`config.mk`:
```
export PLATFORM = sky130hd
export DESIGN_NAME = pnmon_predict
export DESIGN_NICKNAME = d
export VERILOG_FILES = /design/src/rtl/pnmon_pkg.sv /design/src/rtl/pnmon_predict.sv
export SDC_FILE = /design/constraint.sdc
export NUM_CORES = 1
export LEC_CHECK = 0
export BUFFER_PORTS_ARGS = -buffer_cell sky130_fd_sc_hd__buf_4
export CORE_ASPECT_RATIO = 0.8
export CORE_MARGIN = 2
export CORE_UTILIZATION = 51
export CTS_BUF_LIST = sky130_fd_sc_hd__clkbuf_4 sky130_fd_sc_hd__clkbuf_8
export DETAILED_ROUTE_END_ITERATION = 7
export PLACE_DENSITY_LB_ADDON = 0.25
export REMOVE_ABC_BUFFERS = 1
export SYNTH_ARGS = -nofsm -noshare
export SYNTH_HDL_FRONTEND = slang
export SYNTH_SLANG_ARGS = --single-unit
```
`constraint.sdc`:
```
create_clock -name clk -period 2.9 [get_ports clk]
set_clock_uncertainty 0.1 [all_clocks]
set_input_delay 0.435 -clock clk [delete_from_list [all_inputs] [get_ports clk]]
set_output_delay 0.435 -clock clk [all_outputs]
set_load 0.02 [all_outputs]
```
`src/rtl/pnmon_pkg.sv`:
```
package pnmon_pkg;

  typedef enum logic [1:0] {
    MODE_PN_SHORT = 2'b00,
    MODE_PN_LONG  = 2'b01,
    MODE_PAT      = 2'b10,
    MODE_PAT_ALT  = 2'b11
  } mode_e;

  // feedback lags of the two recurrences (bit n = bit n-A xor bit n-B)
  localparam int SHORT_LAG_A = 9;
  localparam int SHORT_LAG_B = 5;
  localparam int LONG_LAG_A  = 23;
  localparam int LONG_LAG_B  = 18;

  function automatic logic mode_is_pattern(mode_e m);
    return (m == MODE_PAT) || (m == MODE_PAT_ALT);
  endfunction

endpackage

```
`src/rtl/pnmon_predict.sv`:
```
module pnmon_predict
  import pnmon_pkg::*;
#(
  parameter int DW = 16
) (
  input  logic          clk,
  input  logic          rst_n,
  input  logic          restart_i,
  input  mode_e         mode_i,
  input  logic [DW-1:0] pattern_i,
  input  logic          valid_i,
  input  logic [DW-1:0] data_i,
  output logic          cmp_valid_o,
  output logic          match_o
);
  localparam int HW = 2 * DW;
  localparam int PRIME_WORDS = (LONG_LAG_A + DW - 1) / DW;
  localparam int PW = $clog2(PRIME_WORDS + 1);
  localparam logic [DW-1:0] TOP_MASK = {1'b1, {(DW-1){1'b0}}};

  logic [HW-1:0] hist_q, hist_d;
  logic [PW-1:0] prime_q, prime_d;
  logic [DW-1:0] rx_word;
  logic [DW-1:0] exp_word;
  logic          pat_mode;
  logic          primed;

  // predict next DW stream bits; hist[0] holds the most recent bit
  function automatic logic [DW-1:0] predict(logic [HW-1:0] h, logic long_seq);
    logic [HW-1:0] r;
    logic [DW-1:0] w;
    logic          nb;
    r = h;
    w = '0;
    for (int k = 0; k < DW; k++) begin
      nb = long_seq ? (r[LONG_LAG_A-1] ^ r[LONG_LAG_B-1])
                    : (r[SHORT_LAG_A-1] ^ r[SHORT_LAG_B-1]);
      r  = {r[HW-2:0], nb};
      w  = {w[DW-2:0], nb};
    end
    return w;
  endfunction

  assign pat_mode = mode_is_pattern(mode_i);
  assign primed   = (prime_q == PW'(PRIME_WORDS));
  assign rx_word  = pat_mode ? data_i : (data_i ^ TOP_MASK);
  assign exp_word = pat_mode ? pattern_i : predict(hist_q, mode_i == MODE_PN_LONG);

  assign cmp_valid_o = valid_i && !restart_i && (pat_mode || primed);
  assign match_o     = (rx_word == exp_word);

  always_comb begin
    hist_d  = hist_q;
    prime_d = prime_q;
    if (restart_i) begin
      hist_d  = '0;
      prime_d = '0;
    end else if (valid_i) begin
      hist_d = {hist_q[DW-1:0], rx_word};
      if (!primed) prime_d = prime_q + PW'(1);
    end
  end

  always_ff @(posedge clk or negedge rst_n) begin
    if (!rst_n) begin
      hist_q  <= '0;
      prime_q <= '0;
    end else begin
      hist_q  <= hist_d;
      prime_q <= prime_d;
    end
  end

  // priming count never runs past the history depth
  p_prime_bound_r2: assert property (@(posedge clk) disable iff (!rst_n)
    prime_q <= PW'(PRIME_WORDS));

  // idle cycles leave the history untouched
  p_hist_idle_r10: assert property (@(posedge clk) disable iff (!rst_n)
    (!valid_i && !restart_i) |=> $stable(hist_q) && $stable(prime_q));

endmodule

```
== After elaboration in Yosys (flattened, before gate mapping) ==
Index checks and enable logic that the tools add are counted.
Storage, ports and cells
  register bits: 25
  input port bits: 38
  output and inout bits: 2
  logic and storage cells: 72
Cells by class
  add/sub/neg operators: 1
  eq/ne operators: 6
  mux-type cells: 23
  bitwise gates (word level): 33
  reduce and logical (&&, ||, !) cells: 7
Operators by type and width (count)
  23-bit 2-to-1 mux: 2
  16-bit 2-to-1 mux: 2
  1-bit bitwise XOR: 32
  16-bit equality test: 1
  1-bit 2-to-1 mux: 16
  2-bit equality test (second input constant): 3
  2-bit 2-to-1 mux: 3
  2-bit by 1-bit adder with 2-bit output (second input constant): 1
  2-bit by 1-bit equality test with 1-bit output (second input constant): 1
  1-bit logical AND: 2
  1-bit logical OR: 2
  2-bit != test (second input constant): 1
  2-bit AND reduction: 1
  2-bit nonzero test: 1
  1-bit zero test: 1
  1-bit inverter: 1

== Logic depth before layout (Yosys ltp) ==
Gate-level depths: netlist of run 1.
  word-level depth: 10
  depth in mapped cells: 7
  depth with buffers taken out: 6

== Worst setup path before layout of run 1 ==
Ideal clock, no wire load.
  path type: register -> output
  start point: register hist_q[2]
  end point: output port match_o
  arrival time: 2.581 ns
  data required time: 2.365 ns
  setup slack: -0.216 ns
  stages on the path, launching flop included: 8
  path buffers: 1
  cells stage by stage: dfrtp_1 clkbuf_1 xnor3_1 a222oi_1 xnor2_1 o2111ai_1 or4_1 nor4_2
On the way
  word-level cells in the longest chain between the ends: 8
  elaborated cells between the ends (all ways): 15
  those cells by class: 1 x eq/ne; 7 x mux; 7 x bitwise
RTL lines
  start: declaration: RTL line pnmon_predict.sv:21  | logic [HW-1:0] hist_q, hist_d;
  start signal: assignment: RTL line pnmon_predict.sv:69  | hist_q <= hist_d;
  1-bit bitwise XOR: RTL line pnmon_predict.sv:37  | : (r[SHORT_LAG_A-1] ^ r[SHORT_LAG_B-1]);
  1-bit 2-to-1 mux: RTL line pnmon_predict.sv:36  | nb = long_seq ? (r[LONG_LAG_A-1] ^ r[LONG_LAG_B-1])
  1-bit bitwise XOR: RTL line pnmon_predict.sv:37
  1-bit 2-to-1 mux: RTL line pnmon_predict.sv:36
  1-bit bitwise XOR: RTL line pnmon_predict.sv:37
  1-bit 2-to-1 mux: RTL line pnmon_predict.sv:36
  16-bit 2-to-1 mux *: RTL line pnmon_predict.sv:47  | assign exp_word = pat_mode ? pattern_i : predict(hist_q, mode_i == MODE_PN_LONG);
  16-bit equality test *: RTL line pnmon_predict.sv:50  | assign match_o = (rx_word == exp_word);
  end: declaration: RTL line pnmon_predict.sv:14  | output logic match_o
Mark *: on every way between the ends. The rest lies on a longest branch, timed or not.

== Worst setup path in the final report of run 1 ==
  start point: register hist_q[8]
  end point: output port match_o
On the way
  word-level cells in the longest chain between the ends: 10
  elaborated cells between the ends (all ways): 16
  those cells by class: 1 x eq/ne; 7 x mux; 8 x bitwise
RTL lines (RTL line)
  1-bit bitwise XOR: pnmon_predict.sv:37
  1-bit 2-to-1 mux: pnmon_predict.sv:36
  1-bit bitwise XOR: pnmon_predict.sv:37
  1-bit 2-to-1 mux: pnmon_predict.sv:36
  1-bit bitwise XOR: pnmon_predict.sv:37
  1-bit 2-to-1 mux: pnmon_predict.sv:36
  1-bit bitwise XOR: pnmon_predict.sv:37
  1-bit 2-to-1 mux: pnmon_predict.sv:36
  16-bit 2-to-1 mux *: pnmon_predict.sv:47
  16-bit equality test *: pnmon_predict.sv:50
Marks and branches as above.

==> run summary, run 1 <==
Outcome - finished with violations
Violated checks - negative setup slack
Achievable Freq - 0.325 GHz
Tcrit/Tclk final - 106%
Commonest non-fill, non-tap cell in the layout - buf_4
Slowest-stage cell, CP - or4_4
CP bufs+invs - 1
Avg Cell Area, Syn - 10.0 sq um
# H-tree levels - 1
Mapped Cells - 188
Synth Warn # - 0
Setup CP Type - reg2out
Total die area - 4210 sq um
Reg clk slew, reported paths - 90 ps
Synth Cell Area - 1890 sq um
Clock root cell - clkbuf_8
Die Ht - 58.4 um
Remaining DRCs - 0
CTS tree - done
Vias in the first global route - 1621
Layout cells sized above 1 - 27.0%
DRT met1 WL - 2.19 mm
Ys async rst share - 100%
CP arrival - 2540 ps
Top cells by area, synth - dfrtp_1 (33%), mux2i_1 (19%), xnor2_1 (11%)
Biggest area consumer among synthesized cells - dfrtp_1
GRT Residual Overflow - 0
Rows - 19
RSZ-0062 raised after global routing - yes
Most frequent cells in the layout - buf_4 (53), mux2i_1 (35), nor2_1 (29), dfrtp_1 (25), xnor2_1 (22)
Flops & latches, synth - 25
Overall Power - 902 uW
Worst hold path class - in2reg
Initial Utilization - 54.0%
Main synth FF type - dfrtp_1
Worst VDD drop - 0.000315 V
Number of flops mapped to enable cells by yosys - 0
Filler cells - 282
Largest net degree at the start of global routing - 27
Initial antenna violation count - 0
Setup-failing EPs final - 1
Via Count - 1519
Placer Congestion - 0.858
Syn-to-layout area delta - 25.7%
Final Max Tran Viols - 0
LEAKAGE - 0.00117 uW
Post-Layout Cell Count - 275
WL per Instance - 17.5 um
Core Footprint - 3490 sq um
Vias per cell - 5.52
Die W - 72.0 um
Synth top area share - 33.2%
CP max FO - 2
Final HPWL DP - 3.71 mm
# diodes - 0
Post-DRT Antenna Nets - 0
Internal reg-to-reg setup slack - 1670 ps
IO Count - 40
Largest stage delay, worst path - 460 ps
Max_slew headroom - 72.9%
Max Used Layer - met4
Max Root-Sink Buffers - 2
WL final - 4.82 mm
Port bufs - 39
Setup ws final - -174 ps
Total GRT Usage - 25.1%
Clock Sink Count - 25
CP endpoint kind - primary output
Hold Fails Final Rpt - 0
CP required - 2370 ps
Area occupied by multi-input gates - 1210 sq um
Register Area - 626 sq um
Critical path launch point type - register
Power per Cell Area - 380 nW/um^2
WL met3 - 311 um
Routed met2 length - 2.28 mm
Layout Nets - 273
First-pass GRT wire length - 7.97 mm
First DRT Iteration DRCs - 90
Max capacitance violation total - 0
Crit path max-delay family - XOR/XNOR gates
Worst-Skew Late Latency - 280 ps
Register area share after synthesis - 33.2%
Inserted Clock Buffers - 3
Crit-path cells - xor3_1, a222oi_1, xor2_1, o2111ai_1, or4_4, nor4_4, buf_4
Final Critical Period - 3070 ps
Synth cell types - 39
Worst-Margin Slew - 407 ps
First-pass DRT Iterations - 4
Cell count after placement - 268
[registers in the layout (all words and copies together), names as in the netlist]
register and flops:
hist_q 23, prime_q 2
[logic make-up (layout without fill, tap and decap cells)]
group,after synthesis,count (layout),share of synthesized area [%]
multiplexers,35,35,18.6
adder cells (fa/ha/maj),1,1,0.663
buffers and inverters,18,63,4.11
AND/OR/NAND/NOR,45,45,11.4
AO/OA/AOI/OAI,18,18,7.49
flip-flops,25,25,33.2
XOR/XNOR,46,46,24.6
[power breakdown]
| group | internal [uW] | switching (uW) |
|---|---|---|
| Clock | 97.7 | 120 |
| Sequential | 368 | 19.4 |
| Combinational | 154 | 144 |
[worst register-to-register path, stage by stage (launching register included)]
cell,delay [ps]
dfrtp_1,340
inv_1,60
ha_1,200
nand2b_1,190
a21oi_1,170
nor2_1,50
[metal layers]
layer | vias to the layer above | track usage [%]
li1 | 739 | -
met1 | 723 | 35.2
met2 | 52 | 40.7
met3 | 5 | 5.14
met4 | 0 | 5.66
met5 | - | 0
[final cells by class]
type	instances	share of cell area (%)
clock buffer	3	1.74
sequential	25	26.4
tap	42	2.22
timing repair buffer	55	17.7
inverter	4	0.633
clock inverter	1	0.317
multi-input combinational	145	51.0
[final timing paths]
path / start / endpoint / depth (start not counted)
max in group asynchronous: rst_n / hist_q[20] / 2
worst min register to register: prime_q[1] / prime_q[1] / 2
worst min-delay path: data_i[3] / hist_q[3] / 3
worst max-delay path: hist_q[8] / match_o / 7
worst max register to register: prime_q[0] / prime_q[1] / 5
min in group asynchronous: rst_n / hist_q[11] / 2
[what timing repair did]
action | CTS | global route
setup buffers | 2 | 0
endpoints found under the hold margin | 25 | 0
setup endpoints to repair | 1 | 1
resized for setup | 5 | 1
pin swaps | 8 | 1
hold buffers | 1 | 0
[metrics by stage]
stage	utilization [%]	cell area [sq um]	setup WS, ps	hold slack, ps	TNS [ps]
final	67.8	2370	-174	321	-174
after global routing	67.8	2370	-285	335	-285
after CTS	67.7	2360	-158	320	-158
after detailed placement	64.9	2270	-213	261	-213
after global placement	64.9	2270	-128	253	-128
after floorplan	-	1820	-189	39.4	-189
[Yosys cell counts (all sizes together), types with 2 or more instances]
cell and number:
xor2 20, o2111ai 2, buf 3, o21ai 2, nand2b 2, clkbuf 11, and2 2, nor2 29
nor4 2, or3 2, xnor2 23, mux2i 35, a222oi 3, xnor3 2, dfrtp 25, inv 2
o41ai 2, clkinv 2, nand3 2
No activity file was read; power rests on OpenSTA's default activity.
==> inputs of run 2 (changes only) <==
CORE_UTILIZATION = 61   (was 51)
clock period = 3.66 ns   (was 2.9 ns; I/O delays follow)
==> run summary, run 2 (same netlist as run 1, synthesis figures left out) <==
Outcome - completed
CP max FO - 6
Biggest regs - hist_q: 23 flops, prime_q: 2 flops
WL per Instance - 17.0 um
Final Critical Period - 3520 ps
Achievable Freq - 0.284 GHz
Hold Fails Final Rpt - 0
CTS tree - done
Max_slew headroom - 66.6%
Clock root cell - clkbuf_8
First DRT Iteration DRCs - 113
# diodes - 0
Core Footprint - 3020 sq um
Final instance area - 2220 sq um
Internal reg-to-reg setup slack - 2370 ps
Setup-failing EPs final - 0
CP arrival - 2870 ps
Clock Sink Count - 25
Hold-fix buffer count after cts - 0
Die W - 66.2 um
Overall Power - 691 uW
Worst-Skew Late Latency - 280 ps
Reg clk slew, reported paths - 90 ps
Die Ht - 53.7 um
Setup Buffers After CTS - 0
Most frequent cells in the layout - buf_4 (39), mux2i_1 (35), nor2_1 (29), xnor2_1 (23), dfrtp_1 (23)
Worst-Margin Slew - 496 ps
Post-DRT Antenna Nets - 0
Commonest non-fill, non-tap cell in the layout - buf_4
Max FFs per register - 23
Area occupied by multi-input gates - 1180 sq um
Critical path launch point type - register
Max capacitance violation total - 0
First-pass DRT Iterations - 4
Area after DPL - 2170 sq um
# H-tree levels - 1
Setup CP Type - reg2out
Layout cells sized above 1 - 21.7%
Filler cells - 228
Layout Nets - 257
Largest net degree at the start of global routing - 27
Tcrit/Tclk final - 96.1%
Post-Layout Cell Count - 257
Post-cts resize count - 0
RSZ-0062 raised after global routing - no
Final Max Tran Viols - 0
Total die area - 3560 sq um
Via Count - 1463
IO Count - 40
Vias in the first global route - 1445
CP endpoint kind - primary output
Worst hold path class - in2async
Final HPWL DP - 3.29 mm
Syn-to-layout area delta - 17.6%
Initial antenna violation count - 0
Inserted Clock Buffers - 3
Register Area - 628 sq um
Rows - 18
LEAKAGE - 0.00107 uW
Initial Utilization - 62.5%
Power per Cell Area - 311 nW/um^2
CP required - 3010 ps
First-pass GRT wire length - 6.99 mm
Vias per cell - 5.69
Total GRT Usage - 27.0%
Remaining DRCs - 0
Final hold slack - 52.2 ps
Port bufs - 39
Setup TNS - 0 ps
Placer Congestion - 0.999
Max Root-Sink Buffers - 2
WL final - 4.36 mm
GRT Residual Overflow - 0
Biggest register - hist_q
Cell count after placement - 253
Worst VDD drop - 0.000247 V
## run 2: final timing paths
kind                            startpoint    endpoint  depth (start not counted)
worst max-delay path             hist_q[4]     match_o                          7
worst min-delay path                 rst_n  hist_q[19]                          1
max in group asynchronous            rst_n   hist_q[2]                          1
min in group clk                 data_i[3]   hist_q[3]                          3
worst max register to register  prime_q[0]  prime_q[1]                          6
worst min register to register  prime_q[1]  prime_q[1]                          2
## run 2: metrics by stage
| stage | worst slack (ps) | utilization [%] |
|---|---|---|
| floorplan | 457 | - |
| global placement | 420 | 71.8 |
| detailed placement | 285 | 71.8 |
| CTS | 36.6 | 73.4 |
| global route | 19.6 | 73.5 |
| finish | 141 | 73.5 |
## run 2: power breakdown
| group | total, uW | leakage [uW] | switching [uW] | internal (uW) |
|---|---|---|---|---|
| clock | 171 | 0.0000217 | 93.6 | 77.4 |
| combinational | 207 | 0.000720 | 99.7 | 108 |
| sequential | 312 | 0.000332 | 21.0 | 291 |
## run 2: cell type report
class,count,share of cell area [%]
Sequential cell,25,28.3
Clock inverter,1,0.338
Tap cell,40,2.26
Timing Repair Buffer,39,13.2
Multi-Input combinational cell,145,53.4
Clock buffer,3,1.86
Inverter,4,0.677
## run 2: per-layer routing
layer,share of wire [%],GRT usage [%]
met4,2.3,9.52
met5,0,0
met3,4.3,4.81
met2,47,45.3
met1,46,35.5
## run 2: worst max-delay path: stages, from the launching register on
cell and delay, ps:
dfrtp_1 520, xor3_1 390, a222oi_1 350, xor2_1 180, o2111ai_1 120, or4_1 560
nor4_2 280, buf_4 180
==> inputs of run 3 (changes only) <==
BUFFER_PORTS_ARGS = -buffer_cell sky130_fd_sc_hd__buf_2   (was -buffer_cell sky130_fd_sc_hd__buf_4)
==> run summary, run 3 (same netlist as run 1, synthesis figures left out) <==
Outcome - completed
Setup WS pre-CTS - 278 ps
LEAKAGE - 0.00108 uW
CP required - 3010 ps
GRT Residual Overflow - 0
Clock Sink Count - 25
Final Critical Period - 3480 ps
Net Sw Power - 207 uW
Switching Fraction - 30.6%
Reg2reg path depth - 5
Biggest register - hist_q
Post-Layout Cell Count - 264
Die W - 66.2 um
Worst-Margin Slew - 564 ps
Clock Power Share - 23.8%
Sequential share of power - 46.2%
Overall Power - 675 uW
Hold Fails Final Rpt - 0
Placer Congestion - 0.934
R2r startpoint - prime_q[0]
Setup CP Type - reg2out
# H-tree levels - 1
Commonest non-fill, non-tap cell in the layout - buf_2
Max Root-Sink Buffers - 2
First-pass DRT Iterations - 4
Critical path launch point type - register
Slowest-stage cell, CP - or4_1
CP bufs+invs - 1
Via Count - 1500
IO Count - 40
Final hold slack - 163 ps
Filler cells - 248
Final HPWL DP - 3.32 mm
Vias per cell - 5.68
# diodes - 0
CP endpoint kind - primary output
Int Power - 468 uW
Worst hold path class - in2async
Setup-failing EPs final - 0
Total GRT Usage - 25.8%
Cell count after placement - 255
Worst-Skew Late Latency - 260 ps
Vias in the first global route - 1419
Max capacitance violation total - 0
Hold-fix buffer count after cts - 0
Inserted Clock Buffers - 3
Post-DRT Antenna Nets - 0
Rows - 18
Crit-path cells - xnor3_1, a222oi_1, xnor2_1, o2111ai_1, or4_1, nor4_2, buf_2
Most frequent cells in the layout - buf_2 (39), mux2i_1 (35), nor2_1 (29), xnor2_1 (23), dfrtp_1 (22)
Setup TNS - 0 ps
Total die area - 3560 sq um
Internal reg-to-reg setup slack - 2410 ps
Syn-to-layout area delta - 15.1%
CTS tree - done
Worst r2r dst - prime_q[0]
Area occupied by multi-input gates - 1180 sq um
Layout cells sized above 1 - 24.6%
Initial Utilization - 62.5%
Tcrit/Tclk final - 95.2%
Achievable Freq - 0.287 GHz
Remaining DRCs - 0
Largest stage delay, worst path - 560 ps
Port bufs - 39
Biggest regs - hist_q: 23 flops, prime_q: 2 flops
Crit path max-delay family - simple AND/OR/NAND/NOR gates
WL per Instance - 16.7 um
CP max FO - 6
Worst VDD drop - 0.000238 V
Core Footprint - 3020 sq um
Final Max Tran Viols - 0
First-pass GRT wire length - 6.86 mm
Reg clk slew, reported paths - 90 ps
Die Ht - 53.7 um
First DRT Iteration DRCs - 85
Power per Cell Area - 311 nW/um^2
Register Area - 629 sq um
Largest net degree at the start of global routing - 27
Max_slew headroom - 62.4%
Max FFs per register - 23
Setup ws final - 177 ps
Gate power share - 30.0%
Initial antenna violation count - 0
Layout Nets - 264
RSZ-0062 raised after global routing - no
WL final - 4.40 mm
CP arrival - 2830 ps
Clock root cell - clkbuf_8
[run 3: how the worst max path moves through the flow]
stage,start,end,slack [ps],cells after the start
floorplan,hist_q[3],match_o,460,6
global placement,mode_i[1],match_o,370,8
detailed placement,mode_i[1],match_o,280,8
CTS,hist_q[4],match_o,40,7
global route,hist_q[2],match_o,30,7
finish,hist_q[2],match_o,180,7
[run 3: metal layers]
layer  global-route usage [%]  share of wire [%]  routed length [um]
met1                     35.4                 45                1990
met2                     43.2                 48                2100
met3                     5.65                6.5                 287
met4                     4.42               0.66                  29
met5                        0                  0                   0
[run 3: cell type report]
type / instances / share of cell area, %
clock buffer: 3 / 1.90
clock inverter: 1 / 0.230
timing repair buffer: 46 / 11.4
multi-input combinational: 145 / 54.5
sequential: 25 / 29.0
inverter: 4 / 0.691
tap: 40 / 2.30
[run 3: power groups by stage]
stage / combinational [uW] / sequential [uW] / clock (uW)
after CTS: 196 / 313 / 166
after global placement: 188 / 317 / 0
after global routing: 221 / 314 / 177
after floorplan: 124 / 311 / 0
final: 202 / 312 / 161
after detailed placement: 194 / 318 / 0
[run 3: stage by stage]
stage / util, % / instance area [sq um]
global route: 72.0 / 2170
global placement: 69.1 / 2080
detailed placement: 69.1 / 2080
finish: 72.0 / 2170
CTS: 70.6 / 2130
floorplan: - / 1820
[run 3: timing repair]
action                                  4_1_cts  5_1_grt
setup buffers                                 0        5
endpoints found under the setup margin        1        1
resized for setup                             1        2
endpoints found under the hold margin         0        0
pin swaps                                     0        1
cloned                                        0        0
